[config.mk]
export PLATFORM = sky130hd
export DESIGN_NAME = excl_monitor
export DESIGN_NICKNAME = d
export VERILOG_FILES = /design/src/rtl/excl_pkg.sv /design/src/rtl/excl_local_mon.sv /design/src/rtl/excl_resv_entry.sv /design/src/rtl/excl_monitor.sv
export SDC_FILE = /design/constraint.sdc
export NUM_CORES = 1
export LEC_CHECK = 0
export ABC_AREA = 1
export BUFFER_PORTS_ARGS = -buffer_cell sky130_fd_sc_hd__buf_2
export CORE_MARGIN = 1.5
export CORE_UTILIZATION = 50
export CTS_CLUSTER_SIZE = 25
export DETAILED_ROUTE_END_ITERATION = 16
export GPL_ROUTABILITY_DRIVEN = 0
export HOLD_SLACK_MARGIN = 0.03
export PLACE_DENSITY = 0.68
export SYNTH_ARGS = -nofsm -noshare
export SYNTH_HDL_FRONTEND = slang
export SYNTH_SLANG_ARGS = --single-unit
[constraint.sdc]
create_clock -name clk -period 1.8 [get_ports clk]
set_input_delay 0.09 -clock clk [delete_from_list [all_inputs] [get_ports clk]]
set_output_delay 0.09 -clock clk [all_outputs]
set_load 0.05 [all_outputs]
[src/rtl/excl_pkg.sv]
package excl_pkg;

    typedef enum logic [1:0] {
        OP_LOAD  = 2'd0,
        OP_STORE = 2'd1,
        OP_CLEAR = 2'd2,
        OP_RSVD  = 2'd3
    } excl_op_e;

    typedef enum logic [1:0] {
        SZ_BYTE   = 2'd0,
        SZ_HALF   = 2'd1,
        SZ_WORD   = 2'd2,
        SZ_DOUBLE = 2'd3
    } excl_size_e;

    typedef enum logic {
        LM_OPEN = 1'b0,
        LM_EXCL = 1'b1
    } lmon_state_e;

    typedef enum logic {
        RV_EMPTY = 1'b0,
        RV_HELD  = 1'b1
    } resv_state_e;

endpackage

[src/rtl/excl_local_mon.sv]
module excl_local_mon
    import excl_pkg::*;
(
    input  logic clk,
    input  logic rst,
    input  logic load_go,
    input  logic close_go,
    output logic excl
);

    lmon_state_e state_q, state_d;

    // state register
    always_ff @(posedge clk) begin
        if (rst) state_q <= LM_OPEN;
        else     state_q <= state_d;
    end

    // transitions: LOAD_GO -> LM_EXCL, STORE_GO/CLEAR_GO -> LM_OPEN
    always_comb begin
        state_d = state_q;
        unique case (state_q)
            LM_OPEN: if (load_go)  state_d = LM_EXCL;
            LM_EXCL: if (close_go) state_d = LM_OPEN;
            default: state_d = LM_OPEN;
        endcase
    end

    always_comb excl = (state_q == LM_EXCL);

endmodule

[src/rtl/excl_resv_entry.sv]
module excl_resv_entry
    import excl_pkg::*;
#(
    parameter int ADDR_W = 32
) (
    input  logic              clk,
    input  logic              rst,
    input  logic              tag_go,
    input  logic [ADDR_W-1:0] tag_addr,
    input  logic [1:0]        tag_size,
    input  logic              drop_go,
    output logic              held,
    output logic [ADDR_W-1:0] addr,
    output logic [1:0]        size
);

    resv_state_e state_q, state_d;

    always_ff @(posedge clk) begin
        if (rst) state_q <= RV_EMPTY;
        else     state_q <= state_d;
    end

    // TAG wins over DROP; both cannot come from one request anyway
    always_comb begin
        state_d = state_q;
        unique case (state_q)
            RV_EMPTY: if (tag_go) state_d = RV_HELD;
            RV_HELD: begin
                if (tag_go)       state_d = RV_HELD;
                else if (drop_go) state_d = RV_EMPTY;
            end
            default: state_d = RV_EMPTY;
        endcase
    end

    always_ff @(posedge clk) begin
        if (rst) begin
            addr <= '0;
            size <= '0;
        end else if (tag_go) begin
            addr <= tag_addr;
            size <= tag_size;
        end
    end

    always_comb held = (state_q == RV_HELD);

endmodule

[src/rtl/excl_monitor.sv]
module excl_monitor
    import excl_pkg::*;
#(
    parameter int NUM_PROCS = 4,
    parameter int ADDR_W    = 32,
    parameter int ID_W      = (NUM_PROCS > 1) ? $clog2(NUM_PROCS) : 1
) (
    input  logic              clk,
    input  logic              rst,
    input  logic              req_valid,
    input  logic [1:0]        req_op,
    input  logic [ID_W-1:0]   req_id,
    input  logic [ADDR_W-1:0] req_addr,
    input  logic [1:0]        req_size,
    input  logic              req_shared,
    input  logic              req_cond,
    output logic              rsp_valid,
    output logic [ID_W-1:0]   rsp_id,
    output logic              rsp_fail,
    output logic              wr_en
);

    logic                 id_ok, go, ld_go, st_go, cl_go;
    logic                 own_excl, own_hit, st_pass, st_pass_sh;
    logic [NUM_PROCS-1:0] lm_excl, gr_valid, addr_hit, sel;
    logic [ADDR_W-1:0]    gr_addr [NUM_PROCS];
    logic [1:0]           gr_size [NUM_PROCS];

    // request decode
    always_comb begin
        id_ok = (int'(req_id) < NUM_PROCS);
        go    = req_valid && req_cond && id_ok;
        ld_go = go && (req_op == OP_LOAD);
        st_go = go && (req_op == OP_STORE);
        cl_go = go && (req_op == OP_CLEAR);
    end

    // per-processor monitors
    for (genvar p = 0; p < NUM_PROCS; p++) begin : g_proc
        assign sel[p]      = (int'(req_id) == p);
        assign addr_hit[p] = gr_valid[p] && (gr_addr[p] == req_addr);

        excl_local_mon u_lmon (
            .clk      (clk),
            .rst      (rst),
            .load_go  (ld_go && sel[p]),
            .close_go ((st_go || cl_go) && sel[p]),
            .excl     (lm_excl[p])
        );

        excl_resv_entry #(.ADDR_W(ADDR_W)) u_resv (
            .clk      (clk),
            .rst      (rst),
            .tag_go   (ld_go && req_shared && sel[p]),
            .tag_addr (req_addr),
            .tag_size (req_size),
            .drop_go  (st_pass_sh && (sel[p] || addr_hit[p])),
            .held     (gr_valid[p]),
            .addr     (gr_addr[p]),
            .size     (gr_size[p])
        );
    end

    // store decision
    always_comb begin
        own_excl   = id_ok && lm_excl[req_id];
        own_hit    = id_ok && addr_hit[req_id] && (gr_size[req_id] == req_size);
        st_pass    = st_go && own_excl && (!req_shared || own_hit);
        st_pass_sh = st_pass && req_shared;
    end

    // registered response
    always_ff @(posedge clk) begin
        if (rst) begin
            rsp_valid <= 1'b0;
            rsp_id    <= '0;
            rsp_fail  <= 1'b0;
            wr_en     <= 1'b0;
        end else begin
            rsp_valid <= st_go;
            rsp_id    <= req_id;
            rsp_fail  <= st_go && !st_pass;
            wr_en     <= st_pass;
        end
    end

endmodule

---- After elaboration in Yosys (flattened, before gate mapping) ----
Cells that the tools add are included.
storage, ports and cells
  register bits after elaboration ......... 149
  input port bits ......................... 43
  logic and storage cells ................. 116
cells by class
  magnitude comparators ................... 2
  eq/ne operators ......................... 10
  multiplexer cells ....................... 35
  bitwise logic cells ..................... 9
  reduce and logical (&&, ||, !) cells .... 40
operators with widths
  kind                  count
  $eq A32 B32 Y1        4
  $logic_and A1 B1 Y1   30
  $mux W1               22
  $pmux W1 S2           8
  $not A1 Y1            8
  $eq A2 B2 Y1 const B  3
  $logic_or A1 B1 Y1    6
  $bmux W1 S2           2
  $bmux W2 S2           1
  $eq A2 B1 Y1 const B  2
  $logic_not A2 Y1      2
  $mux W2               2
  $ge A3 B3 Y1 const B  1
  $lt A2 B3 Y1 const B  1
  $not A2 Y3            1
  $eq A2 B2 Y1          1
  $logic_not A1 Y1      2

---- Logic depth before layout (Yosys ltp) ----
  word-level depth ........................ 13
  depth in mapped cells ................... 16
  gate-level depth less buffers ........... 15

---- By module ----
Synthesis repeated with hierarchy kept, for this count alone.
unflattened totals
  cells, all modules ...................... 1200
  area total of the unflattened synthesis .. 7648.6 um^2
modules (own cells, without submodules)
  module           instances  cells each  area each (um^2)  sequential area each (um^2)
  excl_resv_entry  4          151         1221.2            700.7
  excl_monitor     1          572         2598.7            100.1
  excl_local_mon   4          6           41.3              20.0

---- Least setup slack after synthesis ----
Ideal clock, no wire load.
  kind .................................... reg2reg
  from .................................... register g_proc[0].u_resv.addr[6]
  to ...................................... register g_proc[2].u_resv.state_q
  data arrival time ....................... 1.318 ns
  data required time ...................... 1.668 ns
  path slack .............................. 0.350 ns
  stages on the path, launching flop included .. 16
  path through ............................ dfxtp_1 > inv_1 > nand2_1 > nand2_1 > nor2_1 > nand2_1 > nor2_1 > nand2_1 > nor2_1 > nand3_1 > nand2_1 > nor2_2 > nor2_4 > nand4_1 > nand2_1 > a21oi_1
between the ends
  word-level cells in the longest chain between the ends .. 12
RTL lines
  item                           line                   RTL
  from (decl)                    excl_resv_entry.sv:13  output logic [ADDR_W-1:0] addr,
  from (signal assigned)         excl_resv_entry.sv:42  addr <= tag_addr;
  $eq A32 B32 Y1                 excl_monitor.sv:41     assign addr_hit[p] = gr_valid[p] && (gr_addr[p] == req_addr);
  $logic_and A1 B1 Y1            excl_monitor.sv:41
  $bmux W1 S2                    excl_monitor.sv:67     own_hit = id_ok && addr_hit[req_id] && (gr_size[req_id] == req_size);
  $mux W1 (not written as such)  excl_monitor.sv:67
  $logic_and A1 B1 Y1            excl_monitor.sv:67
  $logic_or A1 B1 Y1             excl_monitor.sv:68     st_pass = st_go && own_excl && (!req_shared || own_hit);
  $logic_and A1 B1 Y1            excl_monitor.sv:68
  $logic_and A1 B1 Y1            excl_monitor.sv:69     st_pass_sh = st_pass && req_shared;
  $logic_and A1 B1 Y1            excl_monitor.sv:57     .drop_go (st_pass_sh && (sel[p] || addr_hit[p])),
  $mux W1                        excl_resv_entry.sv:31  else if (drop_go) state_d = RV_EMPTY;
  $mux W1                        excl_resv_entry.sv:30  if (tag_go) state_d = RV_HELD;
  $pmux W1 S2                    excl_resv_entry.sv:27  unique case (state_q)
  to (signal assigned)           excl_resv_entry.sv:21  else state_q <= state_d;
  to (decl)                      excl_resv_entry.sv:17  resv_state_e state_q, state_d;
No other way between the ends. The select of a mux whose other input is x is not followed.
A chain may end at the register's enable or synchronous reset.

---- Final worst setup path ----
  from .................................... input port req_addr[24]
  to ...................................... register g_proc[2].u_resv.state_q
between the ends
  word-level cells in the longest chain between the ends .. 12
RTL lines
  item                           line                   RTL
  from (decl)                    excl_monitor.sv:13     input logic [ADDR_W-1:0] req_addr,
  $eq A32 B32 Y1                 excl_monitor.sv:41
  $logic_and A1 B1 Y1            excl_monitor.sv:41
  $bmux W1 S2                    excl_monitor.sv:67
  $mux W1 (not written as such)  excl_monitor.sv:67
  $logic_and A1 B1 Y1            excl_monitor.sv:67
  $logic_or A1 B1 Y1             excl_monitor.sv:68
  $logic_and A1 B1 Y1            excl_monitor.sv:68
  $logic_and A1 B1 Y1            excl_monitor.sv:69
  $logic_and A1 B1 Y1 (*)        excl_monitor.sv:57
  $mux W1 (*)                    excl_resv_entry.sv:31
  $mux W1 (*)                    excl_resv_entry.sv:30
  $pmux W1 S2 (*)                excl_resv_entry.sv:27
Mark *: on every way between the ends. The rest lies on a longest branch, timed or not. The select of a mux whose other input is x is not followed.

==> results.toml <==
[route]
wl_per_cell_um = 13.0
viasPerCell = 4.97
vias = 6480
drt_first_pass_iters = 5
drc = 0
routed_wl_mm = 16.9
ant_nets = 0
drtIter0Drc = 297

[floorplanning]
core_area_sq_um = 14000
start_util_pct = 51.9
rows = 43
die_w_um = 124
die_h_um = 124
fp.dieArea_sq_um = 15300
ios = 48

[placed_design]
hpwl_mm = 11.7
place_inst = 1257
pre_cts_slack_ns = 0.0365
io_buffers = 47

[power]
swShare_pct = 23.1
combPwrFrac_pct = 7.9
p_int_mw = 5.82
p_sw_mw = 1.74
ir_worst_vdd_mv = 0.752
clockPowerShare_pct = 47.9
p_per_area_nw_per_um2 = 870
pwr-share-seq_pct = 44.2
leakage_nw = 3.31

[grt]
antenna_found_initial = 0
grt-ovfl-total = 0
grt_first_pass_wirelength_mm = 27.8
grt_max_degree = 42
track_usage_pct = 23.4
grt_pass1_vias = 5750

[sta]
min_period_over_period_pct = 97.1
worst_pin_slew_ns = 0.526
finalMaxSlewViolations = 0
fmax_mhz = 572
rsz0062_at_grt = "yes"
skew_ns = 0.00649
fin_crit_ns = 1.75
setup_viol = 0
finalHoldViolCount = 0
slew_headroom_pct = 65.0
setup_slack_ns = 0.0518

[worst_setup_path]
slowest_stage = "dlygate4sd3_1"
cp.required_ns = 2.08
path_cells = "dlygate4sd3_1, buf_2, xnor2_1, nand2_1, nor2_1, nand3_1, nor2_1, nand3_1, nand2_1, nor2_4, nor2_4, nand4_1, nand2_1, a21oi_1"
endpoint_kind = "flip-flop"
slowest_delay_ns = 0.53
crit_type = "in -> reg"
cp_common_cell = "nand2_1"
cp_max_fo = 5
startpoint_type = "input pin"
critPathArrivalTime_ns = 2.03

[run]
maxCapViolCount = 0

[cts]
numClockSinks = 149
clkLatencyLatePin_ns = 0.42
cts-root-buf = "clkbuf_16"
cts_buffers = 17
htreeDepth = 4
cts_tree = "yes"
cts_buffer_depth = 2
cts.clk_slew.worst_paths_ns = 0.06

[finish]
diodes = 0
instances_no_fill = 1303
nets = 1153
drive_above_1_share_pct = 15.0
syn_to_final_growth_pct = 19.1

[logic_synthesis]
synth_top_area_share_pct = 40.9
synth_area_per_cell_sq_um = 6.91
async_flop_share_pct = 0
synth_seq_area_share_pct = 40.9
synth_area_leader_cell = "dfxtp_1"
synth_flop_cell = "dfxtp_1"
synth.area.top_cells = "dfxtp_1 (41%), nand2_1 (14%), a211oi_1 (13%), nor2_1 (11%), inv_1 (4.5%)"
synth_edf_count = 0
yosys_warnings = 0
syn_area_sq_um = 7290
synth_nets = 1099
synth_cell_types = 32
syn_inst = 1056
ys_seq_elements = 149

[run_status]
status = "completed"

[min_path]
hold_class = "in -> reg"
flip-flops by register name, summed over array words and instances, names as in the netlist:
| register | flops |
|---|---|
| rsp_valid | 1 |
| wr_en | 1 |
| g_proc.u_lmon.excl | 4 |
| rsp_id | 2 |
| g_proc.u_resv.addr | 128 |
| g_proc.u_resv.held | 4 |
| rsp_fail | 1 |
| g_proc.u_resv.size | 8 |
what timing repair did:
| item | in CTS | in global routing |
|---|---|---|
| setup endpoints to repair | 0 | 6 |
| setup buffers | 0 | 1 |
| hold buffers | 13 | 0 |
| resized for setup | 0 | 27 |
| hold endpoints to repair | 32 | 0 |
Yosys cell counts, drive strengths merged (3+ instances only):
cell and instances:
a21boi 4, inv 112, buf 39, a211oi 128, dfxtp 149, clkbuf 15
xor2 5, a21oi 16, nand3 18, o22ai 7, o21ai 33, nand4 7
nand2 271, xnor2 28, nand3b 4, nor2 212, a22oi 3
power groups by stage:
stage | Combinational, mW | Sequential (mW) | Clock (mW)
floorplan | 0.347 | 3.42 | 0
global placement | 0.565 | 3.41 | 0
detailed placement | 0.565 | 3.41 | 0
CTS | 0.590 | 3.34 | 3.68
global route | 0.669 | 3.34 | 3.81
finish | 0.596 | 3.34 | 3.62
per-stage QoR:
| stage | TNS, ns | util [%] | hold slack (ns) | total power, mW | area, sq um |
|---|---|---|---|---|---|
| final | 0 | 61.9 | 0.0454 | 7.56 | 8690 |
| after global placement | 0 | 56.2 | 0.340 | 3.98 | 7890 |
| after CTS | 0 | 61.4 | 0.0314 | 7.61 | 8620 |
| after detailed placement | 0 | 56.2 | 0.347 | 3.98 | 7890 |
| after global routing | -0.674 | 61.9 | 0.0586 | 7.82 | 8690 |
| after floorplan | 0 | - | 0.197 | 3.77 | 7290 |
layout make-up:
type                       count  area (sq um)
sequential                   149          2990
tap                          180           225
inverter                     113           427
multi-input combinational    740          3700
clock inverter                10           128
clock buffer                  22           474
fill                        1347          5360
timing repair buffer          89           741
critical path: cells and delay by family:
kind | cells | cell delay [ns]
buffers and inverters | 2 | 0.70
and+or+nand+nor | 10 | 1.02
xor gates and xnor gates | 1 | 0.15
AOI/OAI and AO/OA | 1 | 0.05
cell families after synthesis:
kind of cell	share of synthesized area (%)
simple gates	27.7
compound gates	18.1
buf+inv	9.37
flops	40.9
xor+xnor	3.96
layer usage:
metal  track usage (%)  vias up  wire length, um  part of all wire, %
li1                  -     3536                -                    -
met1              30.4     2853             8180                   48
met2              39.1       73             8020                   47
met3              4.30       18              497                  2.9
met4              7.83        0              246                  1.5
met5                 0        -                0                    0
cell usage in the layout (no fill, tap or decap), types with 4 or more instances in the layout:
cell type,n
a211oi_1,128
inv_1,85
dfxtp_1,141
buf_12,12
nand2_1,268
o21ai_1,11
xnor2_1,28
xor2_1,5
nand3b_1,4
o21ai_0,22
buf_4,18
a21oi_1,16
nor2_4,6
dlygate4sd3_1,12
nor2_2,16
nand3_1,17
clkbuf_16,17
inv_2,26
clkinv_2,6
nor2_1,190
nand4_1,7
o22ai_1,7
dfxtp_2,8
buf_2,45
final timing paths:
check	startpoint	to	slack, ns	cells past startpoint
worst max-delay path	req_addr[24]	g_proc[2].u_resv.held	0.05	14
worst min register to register	g_proc[0].u_resv.size[1]	g_proc[0].u_resv.size[1]	0.46	2
worst max register to register	g_proc[0].u_resv.addr[6]	g_proc[2].u_resv.held	0.06	15
worst min-delay path	req_addr[28]	g_proc[0].u_resv.addr[28]	0.05	3
(Power assumes the default switching activity.)
